==> src/rtl/lcd_seg_capture.sv <==
module lcd_seg_capture #(
  parameter int DIGITS     = 4,
  parameter int SETTLE_CYC = 8
) (
  input  logic                  clk,
  input  logic                  rst_n,
  input  logic [7*DIGITS-1:0]   seg_in,
  input  logic                  bp_in,
  input  logic                  latch_req,
  input  logic                  shift_en,
  input  logic                  ser_in,
  output logic                  ser_out,
  output logic                  word_valid
);
  localparam int SEG_W  = 7 * DIGITS;
  localparam int WORD_W = 4 * DIGITS;
  localparam int CNT_W  = $clog2(SETTLE_CYC + 1);
  localparam int BL_W   = $clog2(WORD_W + 1);

  logic [SEG_W-1:0]  seg_m, seg_s;
  logic              bp_m, bp_s, bp_d;
  logic [CNT_W-1:0]  cnt;
  logic              armed;
  logic              edge_det, sample_stb;
  logic [SEG_W-1:0]  lit;
  logic [WORD_W-1:0] nib_w, samp_word, sh_reg;
  logic [DIGITS-1:0] ok_w;
  logic              samp_valid, hold_valid, load;
  logic [BL_W-1:0]   bits_left;

  function automatic logic [4:0] dec7(input logic [6:0] p);
    case (p)
      7'h7E: return 5'h10;
      7'h30: return 5'h11;
      7'h6D: return 5'h12;
      7'h79: return 5'h13;
      7'h33: return 5'h14;
      7'h5B: return 5'h15;
      7'h5F: return 5'h16;
      7'h70: return 5'h17;
      7'h7F: return 5'h18;
      7'h7B: return 5'h19;
      default: return 5'h0F;
    endcase
  endfunction

  always_ff @(posedge clk or negedge rst_n) begin
    if (!rst_n) begin
      seg_m <= '0; seg_s <= '0;
      bp_m  <= 1'b0; bp_s <= 1'b0; bp_d <= 1'b0;
    end else begin
      seg_m <= seg_in; seg_s <= seg_m;
      bp_m  <= bp_in;  bp_s  <= bp_m; bp_d <= bp_s;
    end
  end

  assign edge_det   = bp_s ^ bp_d;
  assign sample_stb = armed && !edge_det && (cnt == CNT_W'(1));

  always_ff @(posedge clk or negedge rst_n) begin
    if (!rst_n) begin
      cnt   <= '0;
      armed <= 1'b0;
    end else if (edge_det) begin
      cnt   <= CNT_W'(SETTLE_CYC);
      armed <= 1'b1;
    end else if (armed) begin
      cnt <= cnt - CNT_W'(1);
      if (cnt == CNT_W'(1)) armed <= 1'b0;
    end
  end

  assign lit = seg_s ^ {SEG_W{bp_s}};

  for (genvar g = 0; g < DIGITS; g++) begin : g_dec
    logic [4:0] d;
    assign d             = dec7(lit[7*g +: 7]);
    assign nib_w[4*g +: 4] = d[3:0];
    assign ok_w[g]       = d[4];
  end

  always_ff @(posedge clk or negedge rst_n) begin
    if (!rst_n) begin
      samp_word  <= '1;
      samp_valid <= 1'b0;
    end else if (sample_stb) begin
      samp_word  <= nib_w;
      samp_valid <= &ok_w;
    end
  end

  assign load = latch_req && (bits_left == '0);

  always_ff @(posedge clk or negedge rst_n) begin
    if (!rst_n) begin
      sh_reg     <= '0;
      hold_valid <= 1'b0;
      bits_left  <= '0;
    end else if (load) begin
      sh_reg     <= samp_word;
      hold_valid <= samp_valid;
      bits_left  <= BL_W'(WORD_W);
    end else if (shift_en) begin
      sh_reg <= {sh_reg[WORD_W-2:0], ser_in};
      if (bits_left != '0) bits_left <= bits_left - BL_W'(1);
    end
  end

  assign ser_out    = sh_reg[WORD_W-1];
  assign word_valid = hold_valid;
endmodule

==> config.mk <==
export PLATFORM = sky130hd
export DESIGN_NAME = lcd_seg_capture
export DESIGN_NICKNAME = d
export VERILOG_FILES = /design/src/rtl/lcd_seg_capture.sv
export SDC_FILE = /design/constraint.sdc
export NUM_CORES = 1
export LEC_CHECK = 0
export ABC_AREA = 1
export BUFFER_PORTS_ARGS = -buffer_cell sky130_fd_sc_hd__buf_2
export CAP_MARGIN = 20
export CELL_PAD_IN_SITES_DETAIL_PLACEMENT = 1
export CELL_PAD_IN_SITES_GLOBAL_PLACEMENT = 2
export CORE_MARGIN = 5
export CORE_UTILIZATION = 32
export DETAILED_ROUTE_END_ITERATION = 7
export PLACE_DENSITY_LB_ADDON = 0.1
export SETUP_SLACK_MARGIN = 0.05
export SLEW_MARGIN = 25
export SYNTH_ARGS = -nofsm -noshare
export SYNTH_HDL_FRONTEND = slang
export SYNTH_SLANG_ARGS = --single-unit
==> constraint.sdc <==
create_clock -name clk -period 1.61 [get_ports clk]
set_input_delay 0.2415 -clock clk [delete_from_list [all_inputs] [get_ports clk]]
set_output_delay 0.2415 -clock clk [all_outputs]
set_load 0.02 [all_outputs]
==> qor.csv, run 1 <==
metric,value,unit
Yosys reg bits,103,
status,"finished, violations left",
# rows,44,
final net count,764,
Initial Util,0.3279,
crit-path max FO,7,
Max-cap violations,0,
"Seq/Total Area, Yosys",0.5409,
Final Critical Period,1.808,ns
pwr dens,1079,nW/um^2
"Slew Viols, Final",0,
DRT iter0 DRCs,100,
Simple-Gate Fraction of Synth Area,0.3249,
Buffers on Ports,35,
# DRC,0,
H-tree depth,3,
mux cell area share after synthesis,0,
Largest regs,"seg_m: 28 flops, seg_s: 28 flops",
Post-Synth XOR/XNOR Area,0.02527,
clk_lat worst skew,0.35,ns
worst clock skew,0.008394,ns
Fmax achieved,553.2,MHz
Hold Crit Class,input pin to flop,
CTS tree,built,
final setup violating endpoints,17,
HPWL Detailed,8.180,mm
Ant. Diodes,0,
post-route ant nets,0,
sequential share of power,0.451,
CTS Buf Count,9,
adder-cell area share of the yosys netlist,0.007817,
routability cong.,0.7614,
largest net degree at the start of global routing,44,
leakage power,3.651,nW
unrepaired setup endpoints after global routing,true,
Vias,4246,
chip height,132.5,um
floorplan core area,14640,um^2
failing checks,setup timing,
Worst EP arrival,2.09,ns
Synth Area in Compound Gates,0.03752,
Clk pwr share,0.266,
crit path kind,flop to flop,
Post-synth EDFFs,0,
clk slew on worst S/H paths,0.07,ns
final worst slack,-0.1978,ns
routed len/inst,14.49,um
maximum VDD drop,0.0005169,V
initial antenna violation count,0,
Final Cycle Share,1.123,
Internal Pwr Total,5.570,mW
startpoint types,flop,
Syn Area/Cell,8.112,um^2
first-pass GRT wire length,20.94,mm
vias in the first global route,4369,
Switching Share,0.3225,
Psw,2.651,mW
"leading cell type in the layout, fill and taps excluded",nand2_1,
grt ovf,0,
io pins,36,
"leading cell types in the layout, fill and taps excluded","nand2_1, dfrtp_1, nand2_2",
main combinational cell family by area after synthesis,simple AND/OR/NAND/NOR gates,
Area Growth Syn to Fin,58.65,%
Root Driver,clkbuf_16,
syn nets,629,
combinational group share of total power,0.284,
vias per inst,4.635,
share of cells above drive strength 1,0.4822,
clk sinks,103,
clk buf depth,2,
worst rel slew slack,0.3314,
Worst setup EP type,flop,
die area,17560,um^2
synthesized cell area,4802,um^2
Yosys warning total,0,
die width,132.5,um
Hold Worst Slack,0.1319,ns
Post-Route WL,13.27,mm
CP Data Required Time,1.89,ns
Synth Instances,592,
Cell variety after synth,33,
Sum Neg Setup Slack,-2.496,ns
ys async rst share,1.000,
drt first pass iters,4,
total track usage,0.1439,
worst-margin pin slew,1.002,ns
dominant synthesized flop cell,dfrtp_1,
Final Hold Vio Count,0,
==> critical path: stages (launching register included) <==
cell and delay [ns]:
dfrtp_2 0.47, clkinv_4 0.11, clkbuf_16 0.16, nand2_1 0.06
nand2_2 0.11, nand2_2 0.09, nor2_4 0.16, buf_4 0.13
nand2_1 0.04, nor2_1 0.14, nor3_2 0.08, nand2_2 0.06
nand2_1 0.05, o21ai_1 0.07
==> cell families after synthesis <==
| kind of cell | count (synthesis) |
|---|---|
| AND/OR/NAND/NOR | 373 |
| flip-flops | 103 |
| adder cells (fa/ha/maj) | 3 |
| XOR/XNOR | 13 |
| buffers and inverters | 70 |
| AO/OA/AOI/OAI | 30 |
==> timing repair <==
action                                  4_1_cts  5_1_grt
cloned                                        4        6
resized for setup                            50      209
endpoints found under the setup margin       17       38
hold buffers                                 30        0
pin swaps                                     8       57
setup buffers                                 5        6
hold endpoints to repair                     50        0
==> power by group through the flow <==
| stage | combinational (mW) | sequential [mW] | clock (mW) |
|---|---|---|---|
| floorplan | 1.05 | 3.56 | 0 |
| global placement | 1.50 | 3.62 | 0 |
| detailed placement | 1.56 | 3.66 | 0 |
| CTS | 1.75 | 3.62 | 2.25 |
| global route | 2.58 | 3.78 | 2.36 |
| finish | 2.33 | 3.70 | 2.18 |
==> area by class of cell <==
| cell class | instances | area (um^2) |
|---|---|---|
| Clock inverter | 7 | 72.57 |
| Sequential cell | 103 | 2599 |
| Inverter | 49 | 196.4 |
| Clock buffer | 9 | 225.2 |
| Fill cell | 1604 | 7025 |
| Multi-Input combinational cell | 419 | 2899 |
| Timing Repair Buffer | 145 | 1396 |
| Tap cell | 184 | 230.2 |
==> per-layer routing <==
metal,part of all wire,up-vias,global-route usage
li1,-,2142,-
met1,0.44,2053,0.1903
met2,0.53,39,0.2416
met3,0.020,12,0.02202
met4,0.013,0,0.04850
met5,0,-,0
==> synth_stat cells, drive strengths merged (3+ instances only) <==
| cell type | n | area share |
|---|---|---|
| nand3b | 3 | 0.0047 |
| nand2 | 215 | 0.17 |
| o211ai | 3 | 0.0047 |
| xor2 | 6 | 0.011 |
| dfrtp | 87 | 0.45 |
| nor2 | 75 | 0.061 |
| clkbuf | 7 | 0.0055 |
| inv | 49 | 0.038 |
| a31oi | 10 | 0.013 |
| a21oi | 5 | 0.0052 |
| o21ai | 8 | 0.0083 |
| nand4 | 14 | 0.018 |
| ha | 3 | 0.0078 |
| xnor2 | 7 | 0.014 |
| nor3 | 7 | 0.0083 |
| nand3 | 58 | 0.061 |
| buf | 14 | 0.020 |
| dfstp | 16 | 0.088 |
==> through the flow <==
stage | cells | power (mW) | cell area, um^2 | utilization | setup slack, ns
2_1_floorplan | 592 | 4.610 | 4840 | - | 0.04034
3_3_place_gp | 849 | 5.123 | 5650 | 0.3859 | -0.1641
3_5_place_dp | 849 | 5.213 | 5650 | 0.3859 | -0.2228
4_1_cts | 904 | 7.617 | 6559 | 0.4479 | -0.2194
5_1_grt | 916 | 8.728 | 7619 | 0.5202 | -0.3324
6_report | 916 | 8.221 | 7619 | 0.5202 | -0.1978
==> worst paths after layout <==
kind                                              to           startpoint  slack, ns  depth (start not counted)
hold reg to reg                  seg_s[11]$_DFF_PN0_  seg_m[11]$_DFF_PN0_       0.35                          0
max in group asynchronous   samp_word[1]$_DFFE_PN1P_                rst_n       0.64                          3
hold / removal                 sh_reg[0]$_DFFE_PN0P_               ser_in       0.13                          3
setup reg to reg           samp_word[12]$_DFFE_PN1P_       bp_s$_DFF_PN0_      -0.20                         13
min in group asynchronous         cnt[0]$_DFFE_PN0P_                rst_n       0.37                          2
setup / recovery           samp_word[12]$_DFFE_PN1P_       bp_s$_DFF_PN0_      -0.20                         13
Power figures use the tool's default switching activity.
==> run 2, diff against run 1 <==
Settings changed: CORE_UTILIZATION 32 to 30, REMOVE_ABC_BUFFERS set to 1.
==> qor.csv, run 2 (synthesized netlist as in run 1, its figures left out) <==
metric,value,unit,change
dpl cells,875,,+3.1%
worst clock skew,0.004899,ns,-0.003495 ns
Internal Pwr Total,5.338,mW,-4.2%
"leading cell types in the layout, fill and taps excluded","nand2_1, dfrtp_1, nand2_2",,
chip height,136.5,um,+3.0%
Place WS,-0.2760,ns,-0.05319 ns
failing checks,setup timing,,
Final Cycle Share,1.156,,+0.03306
Non-Filler Instances,936,,+2.2%
sequential share of power,0.473,,+0.022
routability cong.,0.7902,,+3.8%
Final Critical Period,1.861,ns,+0.05323 ns
Hold Crit Class,input pin to flop,,
vias per inst,4.511,,-2.7%
die width,136.5,um,+3.0%
Buffers on Ports,35,,unchanged
worst rel slew slack,0.6328,,+0.3015
Worst EP arrival,2.10,ns,about the same
final worst slack,-0.2511,ns,-0.05323 ns
total track usage,0.1446,,+0.0007396
Max-cap violations,0,,unchanged
Final Hold Vio Count,0,,unchanged
CP Data Required Time,1.85,ns,-0.04 ns
"Design Area, Final",6975,um^2,-8.4%
routed len/inst,13.71,um,-5.4%
Initial Util,0.3045,,-0.02342
floorplan core area,15770,um^2,+7.7%
Psw,2.309,mW,-13%
clk sinks,103,,unchanged
combinational group share of total power,0.240,,-0.044
crit path kind,flop to flop,,
Ant. Diodes,0,,unchanged
initial antenna violation count,0,,unchanged
Post-Route WL,12.83,mm,-3.4%
drt first pass iters,4,,unchanged
worst-margin pin slew,0.5501,ns,-0.4517 ns
Root Driver,clkbuf_16,,
clk_lat worst skew,0.35,ns,about the same
Switching Share,0.3020,,-0.02046
Clk pwr share,0.288,,+0.022
status,"finished, violations left",,
crit-path max FO,7,,unchanged
maximum VDD drop,0.0005956,V,+15%
post-route ant nets,0,,unchanged
CTS Buf Count,9,,unchanged
Area Growth Syn to Fin,45.26,%,
grt ovf,0,,unchanged
pwr dens,1096,nW/um^2,+1.6%
# rows,46,,+4.5%
largest net degree at the start of global routing,40,,-9.1%
"leading cell type in the layout, fill and taps excluded",nand2_1,,
DRT iter0 DRCs,131,,+31%
HPWL Detailed,8.354,mm,+2.1%
# DRC,0,,unchanged
io pins,36,,unchanged
"Slew Viols, Final",0,,unchanged
startpoint types,flop,,
clk buf depth,2,,unchanged
Hold Worst Slack,0.1664,ns,+0.03452 ns
final setup violating endpoints,17,,unchanged
leakage power,3.384,nW,-7.3%
share of cells above drive strength 1,0.3667,,-0.1156
Worst setup EP type,flop,,
clk slew on worst S/H paths,0.07,ns,about the same
Largest regs,"seg_m: 28 flops, seg_s: 28 flops",,
filler instances,1893,,+18%
Vias,4222,,-0.57%
placed cell areas,5628,um^2,-0.40%
Fmax achieved,537.3,MHz,-2.9%
unrepaired setup endpoints after global routing,true,,
final net count,752,,-1.6%
vias in the first global route,4519,,+3.4%
die area,18640,um^2,+6.2%
CTS tree,built,,
H-tree depth,3,,unchanged
first-pass GRT wire length,21.60,mm,+3.1%
-- run 2: cell count changes in the layout (fill, tap and decap cells not counted), moves of 8 or more --
cell and delta:
nand3_4 -8, nor2_4 -8, nor2_1 +9, nand3_1 +40
nand2_1 +13, nand3_2 -32, nand2_4 -9
-- run 2: what timing repair did --
action | CTS | global route
gates resized for setup | 73 | 85
cloned | 3 | 1
hold endpoints to repair | 42 | 0
setup buffers | 4 | 7
hold buffers | 30 | 0
pin swaps | 13 | 19
endpoints found under the setup margin | 17 | 40
-- run 2: final cells by class --
class	count	area [um^2]	area share
multi-input cells	419	2416	0.3464
clock buffers	13	250.2	0.03587
well taps	216	270.3	0.03874
repair buffers	133	1206	0.1729
clock inverters	3	42.54	0.006099
flip-flops and latches	103	2599	0.3726
inverters	49	191.4	0.02744
-- run 2: power groups by stage --
stage | combinational [mW] | sequential (mW) | clock [mW]
after CTS | 1.71 | 3.60 | 2.31
after global placement | 1.49 | 3.62 | 0
after global routing | 2.09 | 3.68 | 2.42
after floorplan | 0.967 | 3.56 | 0
final | 1.83 | 3.61 | 2.20
after detailed placement | 1.54 | 3.64 | 0
-- run 2: per-layer routing --
layer / wire, um / GRT usage
met4: 157 / 0.04031
met3: 269 / 0.02904
met1: 5741 / 0.1840
met5: 0 / 0
met2: 6661 / 0.2497
-- run 2: metrics by stage --
stage	util	setup TNS, ns	power (mW)
after global placement	0.3569	-1.421	5.109
after CTS	0.4169	-2.323	7.620
after detailed placement	0.3569	-2.431	5.182
after floorplan	-	-32.39	4.528
after global routing	0.4423	-4.954	8.189
final	0.4423	-2.720	7.647
-- run 2: critical path, cell delays in order (launching register included) --
cell and delay, ns:
dfrtp_2 0.48, clkinv_4 0.12, buf_12 0.15, buf_16 0.14
nand2_2 0.06, nand2_2 0.07, nand2_4 0.07, nor2_1 0.06
nand2_1 0.11, nand2_2 0.08, nor2_4 0.15, nand3_4 0.10
nand3_2 0.08, o21bai_1 0.07
-- run 2: final timing paths --
check,startpoint,to,slack (ns),cells past startpoint
min in group asynchronous,rst_n,seg_s[26]$_DFF_PN0_,0.35,2
max in group asynchronous,rst_n,samp_word[13]$_DFFE_PN1P_,0.64,3
max,bp_s$_DFF_PN0_,samp_valid$_DFFE_PN0P_,-0.25,13
min reg2reg,seg_m[17]$_DFF_PN0_,seg_s[17]$_DFF_PN0_,0.35,0
max reg2reg,bp_s$_DFF_PN0_,samp_valid$_DFFE_PN0P_,-0.25,13
min,ser_in,sh_reg[0]$_DFFE_PN0P_,0.17,3
==> run 3, diff against run 2 <==
Settings changed: CELL_PAD_IN_SITES_DETAIL_PLACEMENT 1 to unset, CELL_PAD_IN_SITES_GLOBAL_PLACEMENT 2 to unset, PLACE_DENSITY_LB_ADDON 0.1 to unset.
==> qor.csv, run 3 (synthesized netlist as in run 1, its figures left out) <==
metric,value,unit,change
HP Start,ser_in,,
floorplan core area,15770,um^2,unchanged
Fmax achieved,563.7,MHz,+4.9%
status,"finished, violations left",,
first-pass GRT wire length,17.19,mm,-20%
routability cong.,0.8420,,+6.6%
WHS Path Cells,3,,unchanged
clk_lat worst skew,0.35,ns,about the same
crit path kind,flop to flop,,
"leading cell type in the layout, fill and taps excluded",nand2_1,,
worst reg2reg path depth,11,,-2
worst clock skew,0.004893,ns,-0.000005250 ns
Place WS,-0.1987,ns,+0.07732 ns
drt first pass iters,4,,unchanged
Worst EP arrival,2.06,ns,-0.04 ns
final core occ,0.4574,,+0.01507
Buffers on Ports,35,,unchanged
largest net degree at the start of global routing,45,,+13%
vias in the first global route,3811,,-16%
pwr dens,1094,nW/um^2,-0.19%
routed len/inst,11.70,um,-15%
"leading cell types in the layout, fill and taps excluded","nand2_1, dfrtp_1, buf_4",,
crit-path max FO,7,,unchanged
post-route ant nets,0,,unchanged
CTS Buf Count,9,,unchanged
final setup violating endpoints,21,,+4
die area,18640,um^2,unchanged
total track usage,0.1136,,-0.03102
worst rel slew slack,0.4203,,-0.2125
Non-Filler Instances,945,,+0.96%
clk buf depth,2,,unchanged
Area Growth Syn to Fin,50.21,%,
grt ovf,0,,unchanged
Reg-to-Reg Start,bp_s$_DFF_PN0_,,
die width,136.5,um,unchanged
vias per inst,4.417,,-2.1%
initial antenna violation count,0,,unchanged
DRT iter0 DRCs,203,,+55%
chip height,136.5,um,unchanged
Final Cycle Share,1.102,,-0.05415
maximum VDD drop,0.0006388,V,+7.3%
CP Data Required Time,1.90,ns,+0.05 ns
unrepaired setup endpoints after global routing,true,,
Vias,4174,,-1.1%
CTS tree,built,,
startpoint types,flop,,
reg-to-reg critical path endpoint,samp_word[7]$_DFFE_PN1P_,,
Ant. Diodes,0,,unchanged
leakage power,3.501,nW,+3.5%
io pins,36,,unchanged
HPWL Detailed,6.782,mm,-19%
share of cells above drive strength 1,0.4184,,+0.05171
final worst slack,-0.1639,ns,+0.08719 ns
Root Driver,clkbuf_16,,
Largest regs,"seg_m: 28 flops, seg_s: 28 flops",,
failing checks,setup timing,,
Final Hold Vio Count,0,,unchanged
Worst setup EP type,flop,,
final net count,761,,+1.2%
H-tree depth,3,,unchanged
Hold Crit Endpoint,sh_reg[0]$_DFFE_PN0P_,,
# rows,46,,unchanged
dpl cells,875,,unchanged
Initial Util,0.3045,,unchanged
Final Critical Period,1.774,ns,-0.08719 ns
# DRC,0,,unchanged
clk slew on worst S/H paths,0.07,ns,about the same
"Slew Viols, Final",0,,unchanged
Hold Crit Class,input pin to flop,,
Max-cap violations,0,,unchanged
worst-margin pin slew,0.8685,ns,+0.3184 ns
Post-Route WL,11.06,mm,-14%
Worst R2R Setup Slack,-0.16,ns,+0.09 ns
clk sinks,103,,unchanged
run 3: cell types whose count changed in the layout (fill, tap and decap cells not counted), sizes merged:
| cell | delta |
|---|---|
| clkinvlp | +2 |
| clkinv | -2 |
| bufinv | -1 |
| inv | +4 |
| buf | +6 |
run 3: layout make-up:
class                   count  area, um^2
clock buffers              10       229.0
clock inverters             6       53.80
fillers                  1514        8557
inverters                  49       191.4
multi-input cells         419        2610
flip-flops and latches    103        2599
well taps                 216       270.3
repair buffers            142        1260
run 3: stage by stage:
stage               cell area, um^2  hold slack, ns  setup TNS [ns]  total power [mW]
global route                   7213          0.1541          -4.943             8.394
CTS                            6386          0.1662         -0.8643             7.396
detailed placement             5602          0.2056          -1.609             5.133
finish                         7213          0.1569          -1.513             7.892
global placement               5602          0.2174          -1.272             5.075
floorplan                      4681        -0.05409          -32.39             4.528
run 3: where the power goes:
group | leakage (nW) | internal [mW] | total [mW] | switching, mW
combinational | 2.16 | 1.01 | 2.13 | 1.12
clock | 0.129 | 1.08 | 2.08 | 1.00
sequential | 1.21 | 3.28 | 3.68 | 0.397
run 3: timing repair:
action | 4_1_cts | 5_1_grt
pin swaps | 13 | 60
buffers inserted | 5 | 11
hold buffers | 30 | 0
cloned | 1 | 8
endpoints found under the setup margin | 26 | 38
gates resized for setup | 41 | 159
hold endpoints to repair | 50 | 0
run 3: worst max-delay path, stage by stage (launching register included):
cell       delay [ns]
dfrtp_2          0.49
clkbuf_16        0.20
nand2_1          0.10
nand2_2          0.09
nand2_4          0.09
nor2_4           0.05
nand2_2          0.08
nand3_2          0.10
nor2_4           0.13
nand2_2          0.09
buf_4            0.14
a31oi_1          0.15
run 3: worst max-delay path by stage:
stage               cells past startpoint      startpoint  slack, ns                        end
floorplan                              11  bp_s$_DFF_PN0_      -1.08     samp_valid$_DFFE_PN0P_
global placement                       11  bp_s$_DFF_PN0_      -0.18     samp_valid$_DFFE_PN0P_
detailed placement                     11  bp_s$_DFF_PN0_      -0.20     samp_valid$_DFFE_PN0P_
CTS                                    11  bp_s$_DFF_PN0_      -0.14  samp_word[15]$_DFFE_PN1P_
global route                           12  bp_s$_DFF_PN0_      -0.29   samp_word[7]$_DFFE_PN1P_
finish                                 11  bp_s$_DFF_PN0_      -0.16   samp_word[7]$_DFFE_PN1P_
run 3: layer usage:
layer | wire length, um | track usage
met4 | 228 | 0.03863
met3 | 389 | 0.02941
met5 | 0 | 0
met2 | 5646 | 0.1867
met1 | 4794 | 0.1455
